<file path="src/rtl/rtc_calendar_pkg.sv">
package rtc_calendar_pkg;
  localparam int WORD_W       = 32;
  localparam int WINDOW_BYTES = 24;
  localparam int CTRL_RUN     = 0;
  localparam int CTRL_UNLOCK  = 1;

  localparam logic [WORD_W-1:0] TIME_MASK = 32'h1F1F_3F3F;
  localparam logic [WORD_W-1:0] DATE_MASK = 32'h001F_7F0F;

  typedef enum logic [1:0] {
    SEL_TIME,
    SEL_DATE,
    SEL_CTRL,
    SEL_NONE
  } rtc_sel_e;

  // Gregorian rule folded for year 0..99: divisibility by 4 follows the low
  // year bits; year 0 means the full year ends in 00, so the century decides.
  function automatic logic leap_year(input logic [4:0] cent, input logic [6:0] yr);
    if (yr != 7'd0) return (yr[1:0] == 2'b00);
    return (cent[1:0] == 2'b00);
  endfunction

  function automatic logic [4:0] month_days(input logic [3:0] mon, input logic leap);
    case (mon)
      4'd2:                      return leap ? 5'd29 : 5'd28;
      4'd4, 4'd6, 4'd9, 4'd11:   return 5'd30;
      default:                   return 5'd31;
    endcase
  endfunction
endpackage

</file>
<file path="src/rtl/rtc_field_step.sv">
module rtc_field_step #(
  parameter int W = 6
) (
  input  logic [W-1:0] val_i,
  input  logic [W-1:0] last_i,
  input  logic [W-1:0] first_i,
  input  logic         inc_i,
  output logic [W-1:0] next_o,
  output logic         carry_o
);
  always_comb begin
    carry_o = inc_i && (val_i >= last_i);
    if (!inc_i)       next_o = val_i;
    else if (carry_o) next_o = first_i;
    else              next_o = val_i + W'(1);
  end
endmodule

</file>
<file path="src/rtl/rtc_bus_decode.sv">
module rtc_bus_decode
  import rtc_calendar_pkg::*;
#(
  parameter int ADDR_W = 8
) (
  input  logic [ADDR_W-1:0] addr_i,
  output rtc_sel_e          sel_o
);
  localparam logic [ADDR_W-1:0] WIN_END = ADDR_W'(WINDOW_BYTES);

  logic in_window;
  assign in_window = (addr_i < WIN_END);

  always_comb begin
    sel_o = SEL_NONE;
    if (in_window) begin
      case (addr_i[4:2])
        3'd0:    sel_o = SEL_TIME;
        3'd1:    sel_o = SEL_DATE;
        3'd4:    sel_o = SEL_CTRL;
        default: sel_o = SEL_NONE;
      endcase
    end
  end
endmodule

</file>
<file path="src/rtl/rtc_calendar_core.sv">
module rtc_calendar_core
  import rtc_calendar_pkg::*;
(
  input  logic              clk,
  input  logic              rst_n,
  input  logic              step_i,
  input  logic              load_time_i,
  input  logic              load_date_i,
  input  logic [WORD_W-1:0] wdata_i,
  output logic [WORD_W-1:0] time_o,
  output logic [WORD_W-1:0] date_o
);
  logic [WORD_W-1:0] time_q, date_q;

  logic [5:0] sec, min, sec_n, min_n;
  logic [4:0] hour, day, hour_n, day_n, cent, cent_n, dim;
  logic [6:0] year, year_n;
  logic [3:0] mon, mon_n;
  logic       c_sec, c_min, c_hour, c_day, c_mon, c_year;

  assign sec  = time_q[5:0];
  assign min  = time_q[13:8];
  assign hour = time_q[20:16];
  assign day  = time_q[28:24];
  assign mon  = date_q[3:0];
  assign year = date_q[14:8];
  assign cent = date_q[20:16];

  assign dim = month_days(mon, leap_year(cent, year));

  rtc_field_step #(.W(6)) u_sec (
    .val_i(sec), .last_i(6'd59), .first_i(6'd0), .inc_i(step_i),
    .next_o(sec_n), .carry_o(c_sec));
  rtc_field_step #(.W(6)) u_min (
    .val_i(min), .last_i(6'd59), .first_i(6'd0), .inc_i(c_sec),
    .next_o(min_n), .carry_o(c_min));
  rtc_field_step #(.W(5)) u_hour (
    .val_i(hour), .last_i(5'd23), .first_i(5'd0), .inc_i(c_min),
    .next_o(hour_n), .carry_o(c_hour));
  rtc_field_step #(.W(5)) u_day (
    .val_i(day), .last_i(dim), .first_i(5'd1), .inc_i(c_hour),
    .next_o(day_n), .carry_o(c_day));
  rtc_field_step #(.W(4)) u_mon (
    .val_i(mon), .last_i(4'd12), .first_i(4'd1), .inc_i(c_day),
    .next_o(mon_n), .carry_o(c_mon));
  rtc_field_step #(.W(7)) u_year (
    .val_i(year), .last_i(7'd99), .first_i(7'd0), .inc_i(c_mon),
    .next_o(year_n), .carry_o(c_year));

  assign cent_n = cent + {4'd0, c_year};

  always_ff @(posedge clk) begin
    if (!rst_n) begin
      time_q <= '0;
      date_q <= '0;
    end else begin
      if (load_time_i)  time_q <= wdata_i & TIME_MASK;
      else if (step_i)  time_q <= {3'd0, day_n, 3'd0, hour_n, 2'd0, min_n, 2'd0, sec_n};
      if (load_date_i)  date_q <= wdata_i & DATE_MASK;
      else if (step_i)  date_q <= {11'd0, cent_n, 1'b0, year_n, 4'd0, mon_n};
    end
  end

  assign time_o = time_q;
  assign date_o = date_q;
endmodule

</file>
<file path="src/rtl/rtc_calendar_top.sv">
module rtc_calendar_top
  import rtc_calendar_pkg::*;
#(
  parameter int ADDR_W = 8
) (
  input  logic              clk,
  input  logic              rst_n,
  input  logic              tick_i,
  input  logic              req_valid_i,
  output logic              req_ready_o,
  input  logic              req_write_i,
  input  logic [ADDR_W-1:0] req_addr_i,
  input  logic [WORD_W-1:0] req_wdata_i,
  output logic              rsp_valid_o,
  output logic [WORD_W-1:0] rsp_rdata_o
);
  rtc_sel_e          sel;
  logic [1:0]        ctrl_q;
  logic [WORD_W-1:0] time_word, date_word, rd_mux;
  logic              wr_fire, rd_fire, ld_time, ld_date, step;
  logic              rsp_valid_q;
  logic [WORD_W-1:0] rsp_rdata_q;

  assign req_ready_o = 1'b1;
  assign wr_fire = req_valid_i &&  req_write_i;
  assign rd_fire = req_valid_i && !req_write_i;

  rtc_bus_decode #(.ADDR_W(ADDR_W)) u_dec (
    .addr_i(req_addr_i),
    .sel_o (sel)
  );

  assign ld_time = wr_fire && (sel == SEL_TIME) && ctrl_q[CTRL_UNLOCK];
  assign ld_date = wr_fire && (sel == SEL_DATE) && ctrl_q[CTRL_UNLOCK];
  assign step    = tick_i && ctrl_q[CTRL_RUN] && !(ld_time || ld_date);

  rtc_calendar_core u_core (
    .clk        (clk),
    .rst_n      (rst_n),
    .step_i     (step),
    .load_time_i(ld_time),
    .load_date_i(ld_date),
    .wdata_i    (req_wdata_i),
    .time_o     (time_word),
    .date_o     (date_word)
  );

  always_ff @(posedge clk) begin
    if (!rst_n)                          ctrl_q <= '0;
    else if (wr_fire && sel == SEL_CTRL) ctrl_q <= req_wdata_i[1:0];
  end

  always_comb begin
    case (sel)
      SEL_TIME: rd_mux = time_word;
      SEL_DATE: rd_mux = date_word;
      SEL_CTRL: rd_mux = {30'd0, ctrl_q};
      default:  rd_mux = '0;
    endcase
  end

  always_ff @(posedge clk) begin
    if (!rst_n) begin
      rsp_valid_q <= 1'b0;
      rsp_rdata_q <= '0;
    end else begin
      rsp_valid_q <= rd_fire;
      if (rd_fire) rsp_rdata_q <= rd_mux;
    end
  end

  assign rsp_valid_o = rsp_valid_q;
  assign rsp_rdata_o = rsp_rdata_q;
endmodule

</file>
<file path="config.mk">
export PLATFORM = sky130hd
export DESIGN_NAME = rtc_calendar_top
export DESIGN_NICKNAME = d
export VERILOG_FILES = /design/src/rtl/rtc_calendar_pkg.sv /design/src/rtl/rtc_field_step.sv /design/src/rtl/rtc_bus_decode.sv /design/src/rtl/rtc_calendar_core.sv /design/src/rtl/rtc_calendar_top.sv
export SDC_FILE = /design/constraint.sdc
export NUM_CORES = 1
export LEC_CHECK = 0
export ABC_AREA = 1
export ABC_CLOCK_PERIOD_IN_PS = 7150
export BUFFER_PORTS_ARGS = -buffer_cell sky130_fd_sc_hd__buf_2
export CAP_MARGIN = 20
export CELL_PAD_IN_SITES_DETAIL_PLACEMENT = 0
export CELL_PAD_IN_SITES_GLOBAL_PLACEMENT = 1
export CORE_MARGIN = 10
export CORE_UTILIZATION = 40
export CTS_CLUSTER_SIZE = 20
export DETAILED_ROUTE_END_ITERATION = 10
export PLACE_DENSITY = 0.8
export SLEW_MARGIN = 0
export SYNTH_ARGS = -nofsm -noshare
export SYNTH_HDL_FRONTEND = slang
export SYNTH_SLANG_ARGS = --single-unit
</file>
<file path="constraint.sdc">
create_clock -name clk -period 7.15 [get_ports clk]
set_input_delay 1.0725 -clock clk [delete_from_list [all_inputs] [get_ports clk]]
set_output_delay 1.0725 -clock clk [all_outputs]
set_load 0.05 [all_outputs]
</file>
==> impl_metrics.py, run 1 <==
metrics = {
    "status": {
        "status": "finished, final reports clean",
    },
    "final_layout": {
        "final_layout_size_suffix_gt1_share_pct": 17.7,
        "area_delta_synth_final_pct": 12.0,
        "fin_util_pct": 46.4,
        "layout.nets": 665,
        "multiInputGateArea_um2": 2110,
        "n_fill_cell": 1002,
        "diodes": 0,
        "seq_area_um2": 1280,
    },
    "power": {
        "pwr_density_cell_nw_per_um2": 165,
        "ir_drop_v": 0.0000859,
        "power.leakage_nw": 2.09,
    },
    "setup_path": {
        "crit_required_ps": 7340,
        "crit_type": "flop to flop",
        "cp-start-kind": "flop",
        "cp_slowest_cell": "nor3b_1",
        "cp.depth": 19,
        "cp-end-kind": "flop",
        "r2r_end": "u_core.date_o[20]",
        "worstPathArrival_ps": 3840,
        "reg2reg_slack_ps": 3500,
        "cp.buffers_inverters": 4,
        "slowest_delay_ps": 420,
        "r2r-start": "u_core.date_o[0]",
        "critPathTopFamily": "simple AND/OR/NAND/NOR gates",
        "cp_max_fo": 8,
        "ff2ff_path_depth": 19,
        "path_cells": "inv_1 > ha_1 > nor3b_1 > a21oi_1 > ha_1 > inv_1 > nand2_1 > a21oi_1 > nor2_1 > inv_1 > nor2_2 > nand3_2 > inv_1 > ha_1 > ha_1 > nand3_1 > xor2_1 > a22oi_1 > a21oi_1",
    },
    "sta": {
        "finClkSkew_ps": 12.1,
        "rsz0062_at_grt": "false",
        "max_freq_mhz": 274,
        "period_needed_ps": 3650,
        "maxSlewViolCount": 0,
        "finalSetupViolCount": 0,
        "worst_slack_ps": 3500,
        "finalHoldViolCount": 0,
        "holdWs_ps": 462,
        "period_share_pct": 51.1,
        "tightest_slew_ps": 920,
        "slew_headroom_pct": 38.5,
        "finalSetupTns_ps": 0,
    },
    "worst_hold_path": {
        "hold_depth": 2,
        "worstHoldEndpoint": "rsp_rdata_o[0]",
        "hold_path.class": "flop to flop",
        "min-delay-start": "rsp_rdata_o[0]",
    },
    "placed_design": {
        "io_buffers": 57,
        "hpwl_um": 8160,
        "globalplace.congestion": 0.925,
        "place_ws_ps": 3210,
    },
    "detailed_routing": {
        "num_vias": 3826,
        "ant_nets": 0,
        "drtIter0Drc": 291,
        "routed_wl_um": 11200,
        "viasPerCell": 5.18,
        "wl_per_cell_um": 15.2,
        "drt_pre_antenna_iters": 4,
        "drc_errors": 0,
    },
    "cts": {
        "clock_latency_ps": 340,
        "cts_buffers": 9,
        "cts_tree": "yes",
        "cts_buffer_depth": 2,
        "cts_root_buf": "clkbuf_8",
        "cts.sinks": 64,
        "path_clk_slew_ps": 70,
        "ctsHoldBuffers": 0,
        "cts_setup_buffers": 0,
        "htree_levels": 3,
        "cts_resized": 0,
    },
    "floorplan": {
        "die_w_um": 118,
        "die_y_um": 118,
        "core_um2": 9330,
        "die_area_um2": 14000,
        "io_pins": 79,
        "start_util_pct": 41.5,
        "row_count": 35,
    },
    "yosys": {
        "synth-seq-area-share_pct": 33.1,
        "ys_warn_count": 0,
        "synth-async-reset-ratio_pct": 0,
        "synth_edf_count": 0,
        "synth_cells": 561,
        "syn_avg_cell_area_um2": 6.89,
        "synth.distinct_cells": 42,
        "ys.flop_type": "dfxtp_1",
        "syn-cell-area_um2": 3870,
        "synth_seq_cells": 64,
    },
    "global_routing": {
        "antenna_found_initial": 0,
        "grt_pass1_wl_um": 18500,
        "grt_pass1_vias": 3696,
        "overflow": 0,
        "grt_max_degree": 50,
        "track_usage_pct": 15.8,
    },
    "flow_run": {
        "max-cap-violations": 0,
    },
}
-- power breakdown --
part           switching, W  internal [W]
registers        0.00000318      0.000363
clock network      0.000145      0.000121
logic             0.0000618     0.0000185
-- cells by family after synthesis --
logic type / share of synthesized area [%]
other: 0.194
buffers and inverters: 13.1
and+or+nand+nor: 25.0
adders and majority gates: 4.53
AOI/OAI and AO/OA: 21.5
DFF: 33.1
xor gates and xnor gates: 2.49
-- cell type report --
class	instances	share of cell area, %
flip-flops and latches	64	29.6
repair buffers	59	6.93
multi-input cells	386	48.8
well taps	129	3.73
inverters	86	7.45
clock buffers	10	2.95
clock inverters	5	0.578
-- synthesized netlist by cell type, drive strengths merged (2+ instances only) --
cell type,instances,share of area (%)
a21oi,69,9.2
a22oi,5,0.97
a31oi,5,0.81
buf,16,3.1
clkbuf,17,1.6
conb,2,0.19
dfxtp,64,33
ha,14,4.5
inv,85,8.2
nand2,91,9.0
nand3,39,5.6
nand3b,2,0.39
nand4,14,2.8
nor2,48,5.2
nor3,5,0.94
o211ai,3,0.58
o21ai,51,6.7
o221ai,10,2.3
or2,2,0.39
xor2,10,2.3
-- state kept, by name, summed over array words and instances, names as in the netlist --
signal         count
rsp_rdata_o       23
u_core.time_o     22
u_core.date_o     16
rsp_valid_o        1
ctrl_q             2
-- layout by cell type, fill, tap and decap left out, drive strengths merged --
master,count
nor3,5
inv,85
nand4,14
o31ai,1
clkinv,6
nor2,48
o21ai,51
a22oi,5
nor3b,1
a31oi,5
o211ai,3
nand3b,2
buf,59
o21a,1
nand3,39
nor4,1
xnor2,1
ha,14
clkbuf,10
nand2,91
or2,2
xor2,10
o2111ai,1
o221ai,10
o22ai,1
conb,10
o21bai,1
dfxtp,64
a21oi,69
-- worst min-delay path: stages (launching register included) --
cell and delay [ps]:
dfxtp_1 310, nand2_1 60, a21oi_1 50
-- worst max path at each step --
stage                     startpoint                 to
finish              u_core.date_o[0]  u_core.date_o[20]
global route        u_core.date_o[0]  u_core.date_o[20]
CTS                    req_addr_i[3]  u_core.date_o[18]
detailed placement     req_addr_i[3]  u_core.date_o[18]
global placement       req_addr_i[3]  u_core.date_o[18]
floorplan              req_addr_i[3]  u_core.date_o[20]
-- through the flow --
| step | total power, W | instance area, um^2 | cells |
|---|---|---|---|
| 2_1_floorplan | 0.000434 | 3900 | 569 |
| 3_3_place_gp | 0.000455 | 4180 | 724 |
| 3_5_place_dp | 0.000455 | 4180 | 724 |
| 4_1_cts | 0.000720 | 4330 | 739 |
| 5_1_grt | 0.000746 | 4330 | 739 |
| 6_report | 0.000713 | 4330 | 739 |
-- metal layers --
metal / track usage, % / routed length [um]
met5: 0 / 0
met4: 5.02 / 193
met3: 3.76 / 652
met2: 24.5 / 4980
met1: 21.0 / 5400
No activity file was read; power rests on OpenSTA's default activity.
==> run 2: changes to the inputs <==
--- a/config.mk
+++ b/config.mk
@@ -6,16 +6,16 @@
 export NUM_CORES = 1
 export LEC_CHECK = 0
 export ABC_AREA = 1
-export ABC_CLOCK_PERIOD_IN_PS = 7150
+export ABC_CLOCK_PERIOD_IN_PS = 3700
 export BUFFER_PORTS_ARGS = -buffer_cell sky130_fd_sc_hd__buf_2
 export CAP_MARGIN = 20
 export CELL_PAD_IN_SITES_DETAIL_PLACEMENT = 0
 export CELL_PAD_IN_SITES_GLOBAL_PLACEMENT = 1
 export CORE_MARGIN = 10
-export CORE_UTILIZATION = 40
+export CORE_UTILIZATION = 39
 export CTS_CLUSTER_SIZE = 20
 export DETAILED_ROUTE_END_ITERATION = 10
-export PLACE_DENSITY = 0.8
+export PLACE_DENSITY = 0.78
 export SLEW_MARGIN = 0
 export SYNTH_ARGS = -nofsm -noshare
 export SYNTH_HDL_FRONTEND = slang
==> constraint.sdc (replaced) <==
create_clock -name clk -period 3.7 [get_ports clk]
set_input_delay 0.555 -clock clk [delete_from_list [all_inputs] [get_ports clk]]
set_output_delay 0.555 -clock clk [all_outputs]
set_load 0.05 [all_outputs]
==> impl_metrics.py, run 2 (synthesized netlist as in run 1, its figures left out) <==
metrics = {
    "worst_hold_path": {
        "min-delay-start": "req_wdata_i[4]",
        "hold_depth": 3,
        "hold_path.class": "input pin to flop",
    },
    "sta": {
        "tightest_slew_ps": 677,
        "maxSlewViolCount": 0,
        "max_freq_mhz": 310,
        "finalSetupTns_ps": 0,
        "finalHoldViolCount": 0,
        "slew_headroom_pct": 54.8,
        "finClkSkew_ps": 9.49,
        "period_needed_ps": 3220,
        "finalSetupViolCount": 0,
        "period_share_pct": 87.1,
        "rsz0062_at_grt": "false",
    },
    "floorplan": {
        "die_w_um": 120,
        "die_area_um2": 14300,
        "core_um2": 9730,
        "die_y_um": 120,
        "io_pins": 79,
        "start_util_pct": 39.8,
        "row_count": 36,
    },
    "global_routing": {
        "grt_max_degree": 49,
        "overflow": 0,
        "track_usage_pct": 16.1,
        "grt_pass1_vias": 3841,
        "grt_pass1_wl_um": 19100,
        "antenna_found_initial": 0,
    },
    "setup_path": {
        "crit_required_ps": 3900,
        "crit_start": "u_core.date_o[0]",
        "cp-end-kind": "flop",
        "r2r-start": "u_core.date_o[0]",
        "crit_type": "flop to flop",
        "cp-start-kind": "flop",
        "cp_max_fo": 5,
        "worstPathArrival_ps": 3420,
        "ff2ff_path_depth": 19,
    },
    "cts": {
        "cts_tree": "yes",
        "clock_latency_ps": 350,
        "cts.sinks": 64,
        "cts_resized": 0,
        "cts_buffer_depth": 2,
        "htree_levels": 3,
        "ctsHoldBuffers": 0,
        "cts_buffers": 9,
        "cts_setup_buffers": 0,
        "path_clk_slew_ps": 80,
        "cts_root_buf": "clkbuf_8",
    },
    "placed_design": {
        "io_buffers": 57,
        "hpwl_um": 8310,
        "globalplace.congestion": 0.880,
    },
    "detailed_routing": {
        "num_vias": 3842,
        "wl_per_cell_um": 15.3,
        "routed_wl_um": 11500,
        "drt_pre_antenna_iters": 7,
        "ant_nets": 0,
        "viasPerCell": 5.14,
        "drc_errors": 0,
        "drtIter0Drc": 286,
    },
    "power": {
        "ir_drop_v": 0.000144,
        "pwr_density_cell_nw_per_um2": 334,
        "power.leakage_nw": 2.13,
    },
    "final_layout": {
        "layout.nets": 670,
        "final_cell_mix": "88 x nand2_1, 74 x inv_1, 66 x a21oi_1, 64 x dfxtp_1, 57 x buf_2",
        "final_common_cell": "nand2_1",
        "largest_reg_flops": 23,
        "diodes": 0,
        "area_delta_synth_final_pct": 14.1,
        "fin_util_pct": 45.3,
        "final_layout_size_suffix_gt1_share_pct": 18.5,
    },
    "flow_run": {
        "max-cap-violations": 0,
    },
    "status": {
        "status": "finished, final reports clean",
    },
}
==> run 2: cell count changes in the layout (fill, tap and decap cells not counted) <==
| cell | change |
|---|---|
| nor3b_2 | +1 |
| bufinv_16 | +1 |
| buf_4 | +5 |
| clkbuf_8 | +1 |
| clkinv_2 | -2 |
| nor3b_1 | -1 |
==> run 2: report_power, final <==
part	internal, W	leakage (nW)	switching [W]
clock	0.000323	0.0989	0.000285
combinational	0.0000365	1.51	0.000120
sequential	0.000702	0.519	0.00000640
==> run 2: final cells by class <==
class,instances,area (um^2)
Clock inverter,4,45.0
Tap cell,133,166
Fill cell,1068,5320
Multi-Input combinational cell,386,2120
Sequential cell,64,1280
Timing Repair Buffer,64,338
Clock buffer,11,141
Inverter,86,323
==> run 2: through the flow <==
step	power (W)	setup WS, ps	hold slack (ps)	instance area [um^2]	instances
6_report	0.00147	479	456	4410	748
5_1_grt	0.00153	134	453	4410	748
4_1_cts	0.00149	342	448	4410	748
3_5_place_dp	0.000882	378	452	4220	733
3_3_place_gp	0.000881	509	453	4220	733
2_1_floorplan	0.000839	856	439	3900	569
==> run 2: worst max-delay path, stage by stage (launching register included) <==
cell     delay, ps
dfxtp_1        350
inv_1          140
ha_1           180
nor3b_2        250
a21oi_1        160
ha_1           300
inv_1           40
nand2_1         50
a21oi_1         50
nor2_1         240
inv_1           90
nor2_2         210
nand3_2        100
inv_1           70
ha_1           160
ha_1           180
nand3_1        110
xor2_1         160
a22oi_1        170
a21oi_1         80
==> run 2: final timing paths <==
check / slack [ps] / end
min: 460 / u_core.time_o[4]
min reg2reg: 460 / rsp_rdata_o[1]
max reg2reg: 480 / u_core.date_o[20]
max: 480 / u_core.date_o[20]
==> run 2: per-layer routing <==
layer / up-vias / wire length [um] / global-route usage [%]
li1: 1950 / - / -
met1: 1759 / 5320 / 20.8
met2: 119 / 5270 / 26.1
met3: 14 / 735 / 3.23
met4: 0 / 153 / 5.73
met5: - / 0 / 0
